==> config.mk <==
export PLATFORM = sky130hd
export DESIGN_NAME = lcd_timing_gen
export DESIGN_NICKNAME = d
export VERILOG_FILES = /design/src/rtl/lcd_tg_pkg.sv /design/src/rtl/lcd_tg_cfg.sv /design/src/rtl/lcd_tg_clkdiv.sv /design/src/rtl/lcd_tg_axis.sv /design/src/rtl/lcd_timing_gen.sv
export SDC_FILE = /design/constraint.sdc
export NUM_CORES = 1
export LEC_CHECK = 0
export ABC_AREA = 1
export BUFFER_PORTS_ARGS = -buffer_cell sky130_fd_sc_hd__buf_2
export CAP_MARGIN = 20
export CORE_MARGIN = 2
export CORE_UTILIZATION = 58
export CTS_CLUSTER_DIAMETER = 30
export DETAILED_ROUTE_END_ITERATION = 6
export PLACE_DENSITY = 0.86
export SYNTH_ARGS = -nofsm -noshare
export SYNTH_HDL_FRONTEND = slang
export SYNTH_HIERARCHICAL = 1
export SYNTH_SLANG_ARGS = --single-unit
export TNS_END_PERCENT = 5
==> constraint.sdc <==
create_clock -name clk -period 12 [get_ports clk]
set_input_delay 0.6 -clock clk [delete_from_list [all_inputs] [get_ports clk]]
set_output_delay 0.6 -clock clk [all_outputs]
set_load 0.03 [all_outputs]
==> src/rtl/lcd_tg_pkg.sv <==
package lcd_tg_pkg;

  localparam int CNT_W = 12;
  localparam int PIX_W = 11;

  localparam int HPOL_BIT = 21;
  localparam int VPOL_BIT = 20;
  localparam int EDGE_BIT = 22;

  typedef enum logic [1:0] {
    SEL_CTRL  = 2'd0,
    SEL_HORIZ = 2'd1,
    SEL_VERT  = 2'd2,
    SEL_CLOCK = 2'd3
  } cfg_sel_e;

  typedef struct packed {
    logic [CNT_W-1:0] sync_len;
    logic [CNT_W-1:0] lead_len;
    logic [CNT_W-1:0] act_len;
    logic [CNT_W-1:0] tail_len;
  } axis_cfg_t;

  // Horizontal word: every length is stored as count-1, except the visible width, which is stored as count-16.
  function automatic axis_cfg_t decode_horiz(input logic [31:0] w);
    axis_cfg_t a;
    a.sync_len = CNT_W'(w[15:10]) + CNT_W'(1);
    a.lead_len = CNT_W'(w[31:24]) + CNT_W'(1);
    a.act_len  = CNT_W'(w[9:0])   + CNT_W'(16);
    a.tail_len = CNT_W'(w[23:16]) + CNT_W'(1);
    return a;
  endfunction

  // Vertical word: sync and visible lines are stored as count-1, and both waits are stored as plain counts.
  function automatic axis_cfg_t decode_vert(input logic [31:0] w);
    axis_cfg_t a;
    a.sync_len = CNT_W'(w[15:10]) + CNT_W'(1);
    a.lead_len = CNT_W'(w[31:24]);
    a.act_len  = CNT_W'(w[9:0])   + CNT_W'(1);
    a.tail_len = CNT_W'(w[23:16]);
    return a;
  endfunction

endpackage

==> src/rtl/lcd_tg_cfg.sv <==
module lcd_tg_cfg
  import lcd_tg_pkg::*;
(
  input  logic        clk,
  input  logic        rst_n,
  input  logic        wr_en,
  input  cfg_sel_e    wr_sel,
  input  logic [31:0] wr_data,
  input  logic        frame_wrap,
  output logic        enable,
  output logic        active_mode,
  output logic [31:0] horiz_word,
  output logic [31:0] vert_word,
  output logic [31:0] clock_word
);

  logic        en_q, en_d, mode_q, mode_d;
  logic [31:0] stg_h_q, stg_h_d, stg_v_q, stg_v_d, stg_c_q, stg_c_d;
  logic [31:0] wrk_h_q, wrk_h_d, wrk_v_q, wrk_v_d, wrk_c_q, wrk_c_d;
  logic        take;

  always_comb begin
    en_d    = en_q;
    mode_d  = mode_q;
    stg_h_d = stg_h_q;
    stg_v_d = stg_v_q;
    stg_c_d = stg_c_q;
    if (wr_en) begin
      unique case (wr_sel)
        SEL_CTRL:  begin
          en_d   = wr_data[0];
          mode_d = wr_data[7];
        end
        SEL_HORIZ: stg_h_d = wr_data;
        SEL_VERT:  stg_v_d = wr_data;
        SEL_CLOCK: stg_c_d = wr_data;
        default:   ;
      endcase
    end
    // The working copy follows staging while stopped and reloads at each frame boundary.
    take    = !en_q || frame_wrap;
    wrk_h_d = take ? stg_h_q : wrk_h_q;
    wrk_v_d = take ? stg_v_q : wrk_v_q;
    wrk_c_d = take ? stg_c_q : wrk_c_q;
  end

  always_ff @(posedge clk or negedge rst_n) begin
    if (!rst_n) begin
      en_q    <= 1'b0;
      mode_q  <= 1'b0;
      stg_h_q <= '0;
      stg_v_q <= '0;
      stg_c_q <= '0;
      wrk_h_q <= '0;
      wrk_v_q <= '0;
      wrk_c_q <= '0;
    end else begin
      en_q    <= en_d;
      mode_q  <= mode_d;
      stg_h_q <= stg_h_d;
      stg_v_q <= stg_v_d;
      stg_c_q <= stg_c_d;
      wrk_h_q <= wrk_h_d;
      wrk_v_q <= wrk_v_d;
      wrk_c_q <= wrk_c_d;
    end
  end

  assign enable      = en_q;
  assign active_mode = mode_q;
  assign horiz_word  = wrk_h_q;
  assign vert_word   = wrk_v_q;
  assign clock_word  = wrk_c_q;

  AST_WORK_HOLD: assert property (@(posedge clk) disable iff (!rst_n)
    (en_q && $past(en_q) && !$past(frame_wrap)) |->
      ($stable(wrk_h_q) && $stable(wrk_v_q) && $stable(wrk_c_q)));

endmodule

==> src/rtl/lcd_tg_clkdiv.sv <==
module lcd_tg_clkdiv #(
  parameter int DIV_W = 8
) (
  input  logic             clk,
  input  logic             rst_n,
  input  logic             enable,
  input  logic [DIV_W-1:0] div_code,
  input  logic             edge_sel,
  output logic             pclk_en,
  output logic             pclk_out
);

  localparam int RW = DIV_W + 2;

  logic [RW-1:0] ratio, half, cnt_q, cnt_d;
  logic          last;

  always_comb begin
    ratio = {1'b0, div_code, 1'b0} + RW'(4);
    half  = ratio >> 1;
    last  = (cnt_q == ratio - RW'(1));
    if (!enable)   cnt_d = '0;
    else if (last) cnt_d = '0;
    else           cnt_d = cnt_q + RW'(1);
  end

  always_ff @(posedge clk or negedge rst_n) begin
    if (!rst_n) cnt_q <= '0;
    else        cnt_q <= cnt_d;
  end

  assign pclk_en  = enable && last;
  assign pclk_out = enable ? ((cnt_q >= half) ^ edge_sel) : edge_sel;

  AST_DIV_BOUND: assert property (@(posedge clk) disable iff (!rst_n)
    enable |-> (cnt_q < ratio));

  AST_TICK_GAP: assert property (@(posedge clk) disable iff (!rst_n)
    pclk_en |=> !pclk_en);

endmodule

==> src/rtl/lcd_tg_axis.sv <==
module lcd_tg_axis #(
  parameter int CNT_W = 12,
  parameter int IDX_W = 11
) (
  input  logic             clk,
  input  logic             rst_n,
  input  logic             enable,
  input  logic             step,
  input  logic [CNT_W-1:0] sync_len,
  input  logic [CNT_W-1:0] lead_len,
  input  logic [CNT_W-1:0] act_len,
  input  logic [CNT_W-1:0] tail_len,
  output logic             wrap,
  output logic             in_sync,
  output logic             in_act,
  output logic [IDX_W-1:0] idx
);

  logic [CNT_W-1:0] pos_q, pos_d, total, act_start, act_end;
  logic             last;

  always_comb begin
    total     = sync_len + lead_len + act_len + tail_len;
    act_start = sync_len + lead_len;
    act_end   = act_start + act_len;
    last      = (pos_q == total - CNT_W'(1));
    wrap      = step && last;
    if (!enable)   pos_d = '0;
    else if (wrap) pos_d = '0;
    else if (step) pos_d = pos_q + CNT_W'(1);
    else           pos_d = pos_q;
    in_sync = enable && (pos_q < sync_len);
    in_act  = enable && (pos_q >= act_start) && (pos_q < act_end);
    idx     = in_act ? IDX_W'(pos_q - act_start) : '0;
  end

  always_ff @(posedge clk or negedge rst_n) begin
    if (!rst_n) pos_q <= '0;
    else        pos_q <= pos_d;
  end

  AST_POS_BOUND: assert property (@(posedge clk) disable iff (!rst_n)
    enable |-> (pos_q < total));

  AST_WRAP_RESTART: assert property (@(posedge clk) disable iff (!rst_n)
    wrap |=> (pos_q == '0));

endmodule

==> src/rtl/lcd_timing_gen.sv <==
module lcd_timing_gen
  import lcd_tg_pkg::*;
#(
  parameter int DIV_W = 8
) (
  input  logic             clk,
  input  logic             rst_n,
  input  logic             cfg_we,
  input  logic [1:0]       cfg_addr,
  input  logic [31:0]      cfg_wdata,
  output logic             pclk_en,
  output logic             pclk_out,
  output logic             hsync,
  output logic             vsync,
  output logic             de,
  output logic [PIX_W-1:0] pix_x,
  output logic [PIX_W-1:0] line_y,
  output logic             panel_active
);

  logic [1:0]  rsync_q;
  logic        rst_core_n;
  logic        enable;
  logic [31:0] horiz_word, vert_word, clock_word;
  axis_cfg_t   hcfg, vcfg;
  logic        h_wrap, h_sync, h_act, v_wrap, v_sync, v_act;
  logic        hpol, vpol;

  // Reset asserts at once and releases through two flops.
  always_ff @(posedge clk or negedge rst_n) begin
    if (!rst_n) rsync_q <= '0;
    else        rsync_q <= {rsync_q[0], 1'b1};
  end
  assign rst_core_n = rsync_q[1];

  lcd_tg_cfg i_cfg (
    .clk        (clk),
    .rst_n      (rst_core_n),
    .wr_en      (cfg_we),
    .wr_sel     (cfg_sel_e'(cfg_addr)),
    .wr_data    (cfg_wdata),
    .frame_wrap (v_wrap),
    .enable     (enable),
    .active_mode(panel_active),
    .horiz_word (horiz_word),
    .vert_word  (vert_word),
    .clock_word (clock_word)
  );

  assign hcfg = decode_horiz(horiz_word);
  assign vcfg = decode_vert(vert_word);
  assign hpol = clock_word[HPOL_BIT];
  assign vpol = clock_word[VPOL_BIT];

  lcd_tg_clkdiv #(.DIV_W(DIV_W)) i_clkdiv (
    .clk     (clk),
    .rst_n   (rst_core_n),
    .enable  (enable),
    .div_code(clock_word[DIV_W-1:0]),
    .edge_sel(clock_word[EDGE_BIT]),
    .pclk_en (pclk_en),
    .pclk_out(pclk_out)
  );

  lcd_tg_axis #(.CNT_W(CNT_W), .IDX_W(PIX_W)) i_haxis (
    .clk     (clk),
    .rst_n   (rst_core_n),
    .enable  (enable),
    .step    (pclk_en),
    .sync_len(hcfg.sync_len),
    .lead_len(hcfg.lead_len),
    .act_len (hcfg.act_len),
    .tail_len(hcfg.tail_len),
    .wrap    (h_wrap),
    .in_sync (h_sync),
    .in_act  (h_act),
    .idx     (pix_x)
  );

  lcd_tg_axis #(.CNT_W(CNT_W), .IDX_W(PIX_W)) i_vaxis (
    .clk     (clk),
    .rst_n   (rst_core_n),
    .enable  (enable),
    .step    (h_wrap),
    .sync_len(vcfg.sync_len),
    .lead_len(vcfg.lead_len),
    .act_len (vcfg.act_len),
    .tail_len(vcfg.tail_len),
    .wrap    (v_wrap),
    .in_sync (v_sync),
    .in_act  (v_act),
    .idx     (line_y)
  );

  assign hsync = h_sync ? hpol : !hpol;
  assign vsync = v_sync ? vpol : !vpol;
  assign de    = h_act && v_act;

  AST_IDLE_QUIET: assert property (@(posedge clk) disable iff (!rst_core_n)
    !enable |-> (!de && !pclk_en && pix_x == '0 && line_y == '0));

  AST_DE_STARTS_AT_ZERO: assert property (@(posedge clk) disable iff (!rst_core_n)
    $rose(de) |-> (pix_x == '0));

  AST_PIX_ON_TICK: assert property (@(posedge clk) disable iff (!rst_core_n)
    (de && $past(de) && !$past(pclk_en)) |-> $stable(pix_x));

  AST_LINE_ON_WRAP: assert property (@(posedge clk) disable iff (!rst_core_n)
    (enable && $past(enable) && !$past(h_wrap)) |-> $stable(line_y));

endmodule

==> load_flow_metrics.sql <==
INSERT INTO impl_metrics (metric_group, metric, value, unit) VALUES
('run_status', 'status', 'completed', ''),
('global_routing', 'remaining_overflow_grt', '0', ''),
('global_routing', 'grt_first_pass_wirelength', '67800', 'um'),
('global_routing', 'grt_antenna_before_repair', '0', ''),
('sta', 'final.min_clock_period', '7.54', 'ns'),
('power', 'power_report.internal_total', '2.71', 'mW'),
('clocking', 'clock_tree_from_tritoncts', 'yes', ''),
('clocking', 'tritoncts.num_buffers', '17', ''),
('power', 'power.density_cell_area', '337', 'nW/um^2'),
('clocking', 'cts-resized-gates', '0', ''),
('power', 'switching_share', '52.8', '%'),
('yosys', 'syn_area', '15700', 'sq um'),
('global_routing', 'grt_util_all_layers', '29.4', '%'),
('clocking', 'clock_tree_root_buffer_cell', 'clkbuf_16', ''),
('worst_setup_path', 'crit_path_max_incr_delay', '0.58', 'ns'),
('power', 'switching_power', '3.02', 'mW'),
('die', 'start_util', '58.6', '%'),
('power', 'sequentialPowerShare', '14.8', '%'),
('die', 'rows', '60', ''),
('yosys', 'yosysWarningCount', '6', ''),
('detailed_routing', 'total_length_of_routed_wires', '41000', 'um'),
('placement', 'routabilityCongestion', '0.959', ''),
('final_layout', 'synth_to_layout_area_growth', '8.17', '%'),
('sta', 'hold_viol', '0', ''),
('global_routing', 'grt_start_max_net_pins', '82', ''),
('clocking', 'cts_max_path_buffers', '2', ''),
('die', 'die_height', '169', 'um'),
('worst_setup_path', 'required', '12.36', 'ns'),
('die', 'floorplan.io_pins', '65', ''),
('worst_setup_path', 'worst_setup_path_start_kind', 'flip-flop', ''),
('sta', 'final-setup-viol-count', '0', ''),
('die', 'die_w', '169', 'um'),
('sta', 'worst-slew-pin-transition', '1.03', 'ns'),
('power', 'p_comb_share', '74.6', '%'),
('clocking', 'cts.htree.levels', '4', ''),
('detailed_routing', 'via_count', '14600', ''),
('detailed_routing', 'drc', '0', ''),
('sta', 'setup-tns-final', '0', 'ns'),
('yosys', 'syn_avg_cell_area', '7.35', 'sq um'),
('worst_setup_path', 'crit_path_top_delay_cell', 'buf_4', ''),
('detailed_routing', 'detail_route.wl_per_cell', '16.1', 'um'),
('detailed_routing', 'drtPass1Iterations', '5', ''),
('sta', 'slew_viol_final', '0', ''),
('worst_setup_path', 'cp_common_cell', 'nand2_1', ''),
('sta', 'timing.final.crit_share', '62.8', '%'),
('clocking', 'tritoncts_num_sinks', '188', ''),
('power', 'p_clk_share', '10.6', '%'),
('clocking', 'post-cts-setup-buffers', '0', ''),
('worst_setup_path', 'criticalPathCategory', 'flip-flop to flip-flop', ''),
('detailed_routing', 'antenna_left', '0', ''),
('hold_path', 'worstHoldPathType', 'flip-flop to async pin', ''),
('sta', 'rsz0062_at_grt', 'false', ''),
('detailed_routing', 'drt_iter0_markers', '1277', ''),
('die', 'floorplan.core_area', '26800', 'sq um'),
('worst_setup_path', 'critical_path_arrival', '7.90', 'ns'),
('clocking', 'total_of_hold_buffers_inserted_after_clock_tree_synthesis', '1', ''),
('sta', 'clock.fmax', '0.133', 'GHz'),
('die', 'die_area', '28400', 'sq um'),
('sta', 'timing.max_slew.rel_slack', '31.1', '%'),
('clocking', 'insertion_delay', '0.46', 'ns'),
('placement', 'dp_wirelength', '30400', 'um'),
('clocking', 'cts.clk_slew.worst_paths', '0.10', 'ns'),
('worst_setup_path', 'cp_max_fo', '76', ''),
('final_layout', 'n_antenna_cell', '0', ''),
('detailed_routing', 'detail_route.vias_per_cell', '5.71', ''),
('power', 'vdd_drop_max', '0.316', 'mV'),
('power', 'power', '5.73', 'mW'),
('final_layout', 'final_layout_size_suffix_gt1_share', '10.7', '%'),
('placement', 'portBuffers', '64', ''),
('yosys', 'postSynthCellCount', '2136', ''),
('run', 'cap_violations', '0', ''),
('global_routing', 'grt_pass1_vias', '13900', ''),
('sta', 'clock_skew', '0.0234', 'ns'),
('worst_setup_path', 'critPathCaptureType', 'flip-flop', ''),
('power', 'power_leakage', '9.19', 'nW'),
('final_layout', 'fin_nets', '2410', '');
[stage by stage]
| step | setup slack [ns] | std cells | hold WS [ns] | util, % | area (sq um) |
|---|---|---|---|---|---|
| after floorplan | 6.28 | 2177 | 0.304 | - | 15900 |
| after global placement | 4.92 | 2514 | 0.336 | 60.8 | 16300 |
| after detailed placement | 4.68 | 2514 | 0.339 | 60.8 | 16300 |
| after CTS | 4.61 | 2547 | 0.360 | 63.2 | 16900 |
| after global routing | 3.84 | 2549 | 0.188 | 63.4 | 17000 |
| final | 4.46 | 2549 | 0.171 | 63.4 | 17000 |
[placed cells by master, fill, tap and decap left out, types with 4 or more instances in the layout]
cell / count
nor3_1: 21
or2_2: 6
a21oi_1: 75
inv_12: 4
buf_2: 64
buf_4: 10
o21ai_2: 21
nand2_1: 632
dfrtp_1: 186
nor2_1: 82
nand2_2: 29
nand4_1: 100
nand3b_1: 7
a21o_1: 8
a21oi_2: 7
o221ai_1: 4
inv_1: 265
xnor2_1: 50
a31oi_1: 5
xor2_1: 60
nor2_2: 28
ha_1: 170
o21bai_1: 8
o21ai_0: 35
inv_2: 7
clkinv_8: 5
nand3_2: 15
clkbuf_16: 17
o21ai_1: 7
o21a_1: 4
nand3_1: 175
conb_1: 43
fa_1: 8
[worst max-delay path, delay by kind of cell, from the launching register on]
family          cells  cell delay [ns]
compound gates      6             1.19
flops               1             0.42
fa+ha+maj           5             1.67
xor+xnor            3             0.59
simple gates       16             2.14
buf+inv             8             1.39
[area by class of cell]
class / count / area (sq um)
multi-input cells: 1637 / 9740
clock buffers: 17 / 425
inverters: 274 / 1030
clock inverters: 15 / 215
repair buffers: 77 / 448
flip-flops and latches: 188 / 4710
well taps: 341 / 427
fillers: 2201 / 9810
[registers in the layout, summed over array words and instances, names as in the netlist, 10 cells and up]
name / count
i_cfg/stg_h_q: 32
i_clkdiv/cnt_q: 10
i_cfg/vert_word: 32
i_cfg/clock_word: 11
i_cfg/stg_c_q: 11
i_cfg/stg_v_q: 32
i_cfg/horiz_word: 32
i_vaxis/pos_q: 12
i_haxis/pos_q: 12
[power groups by stage]
stage	clock [mW]	combinational, mW	sequential [mW]
6_report	0.608	4.27	0.849
5_1_grt	0.641	4.82	0.860
4_1_cts	0.613	4.19	0.850
3_5_place_dp	0	4.14	0.860
3_3_place_gp	0	4.02	0.856
2_1_floorplan	0	3.33	0.827
[worst paths after layout]
path	start	end	slack (ns)	depth (start not counted)
hold / removal	rsync_q[1]	i_clkdiv/cnt_q[1]	0.17	0
setup / recovery	i_cfg/horiz_word[10]	i_cfg/horiz_word[16]	4.46	38
setup reg to reg	i_cfg/horiz_word[10]	i_cfg/horiz_word[16]	4.46	38
hold reg to reg	rsync_q[1]	i_clkdiv/cnt_q[1]	0.17	0
min in group clk	rsync_q[0]	rsync_q[1]	0.36	0
max in group asynchronous	rsync_q[1]	i_cfg/vert_word[19]	9.76	3
[routing by layer]
layer / global-route usage (%) / up-vias / part of all wire [%]
met5: 0 / - / 0
met4: 7.83 / 0 / 2.2
met3: 4.33 / 77 / 7.4
met2: 51.0 / 545 / 48
met1: 38.8 / 6920 / 42
li1: - / 7025 / -
Power figures use the tool's default switching activity.
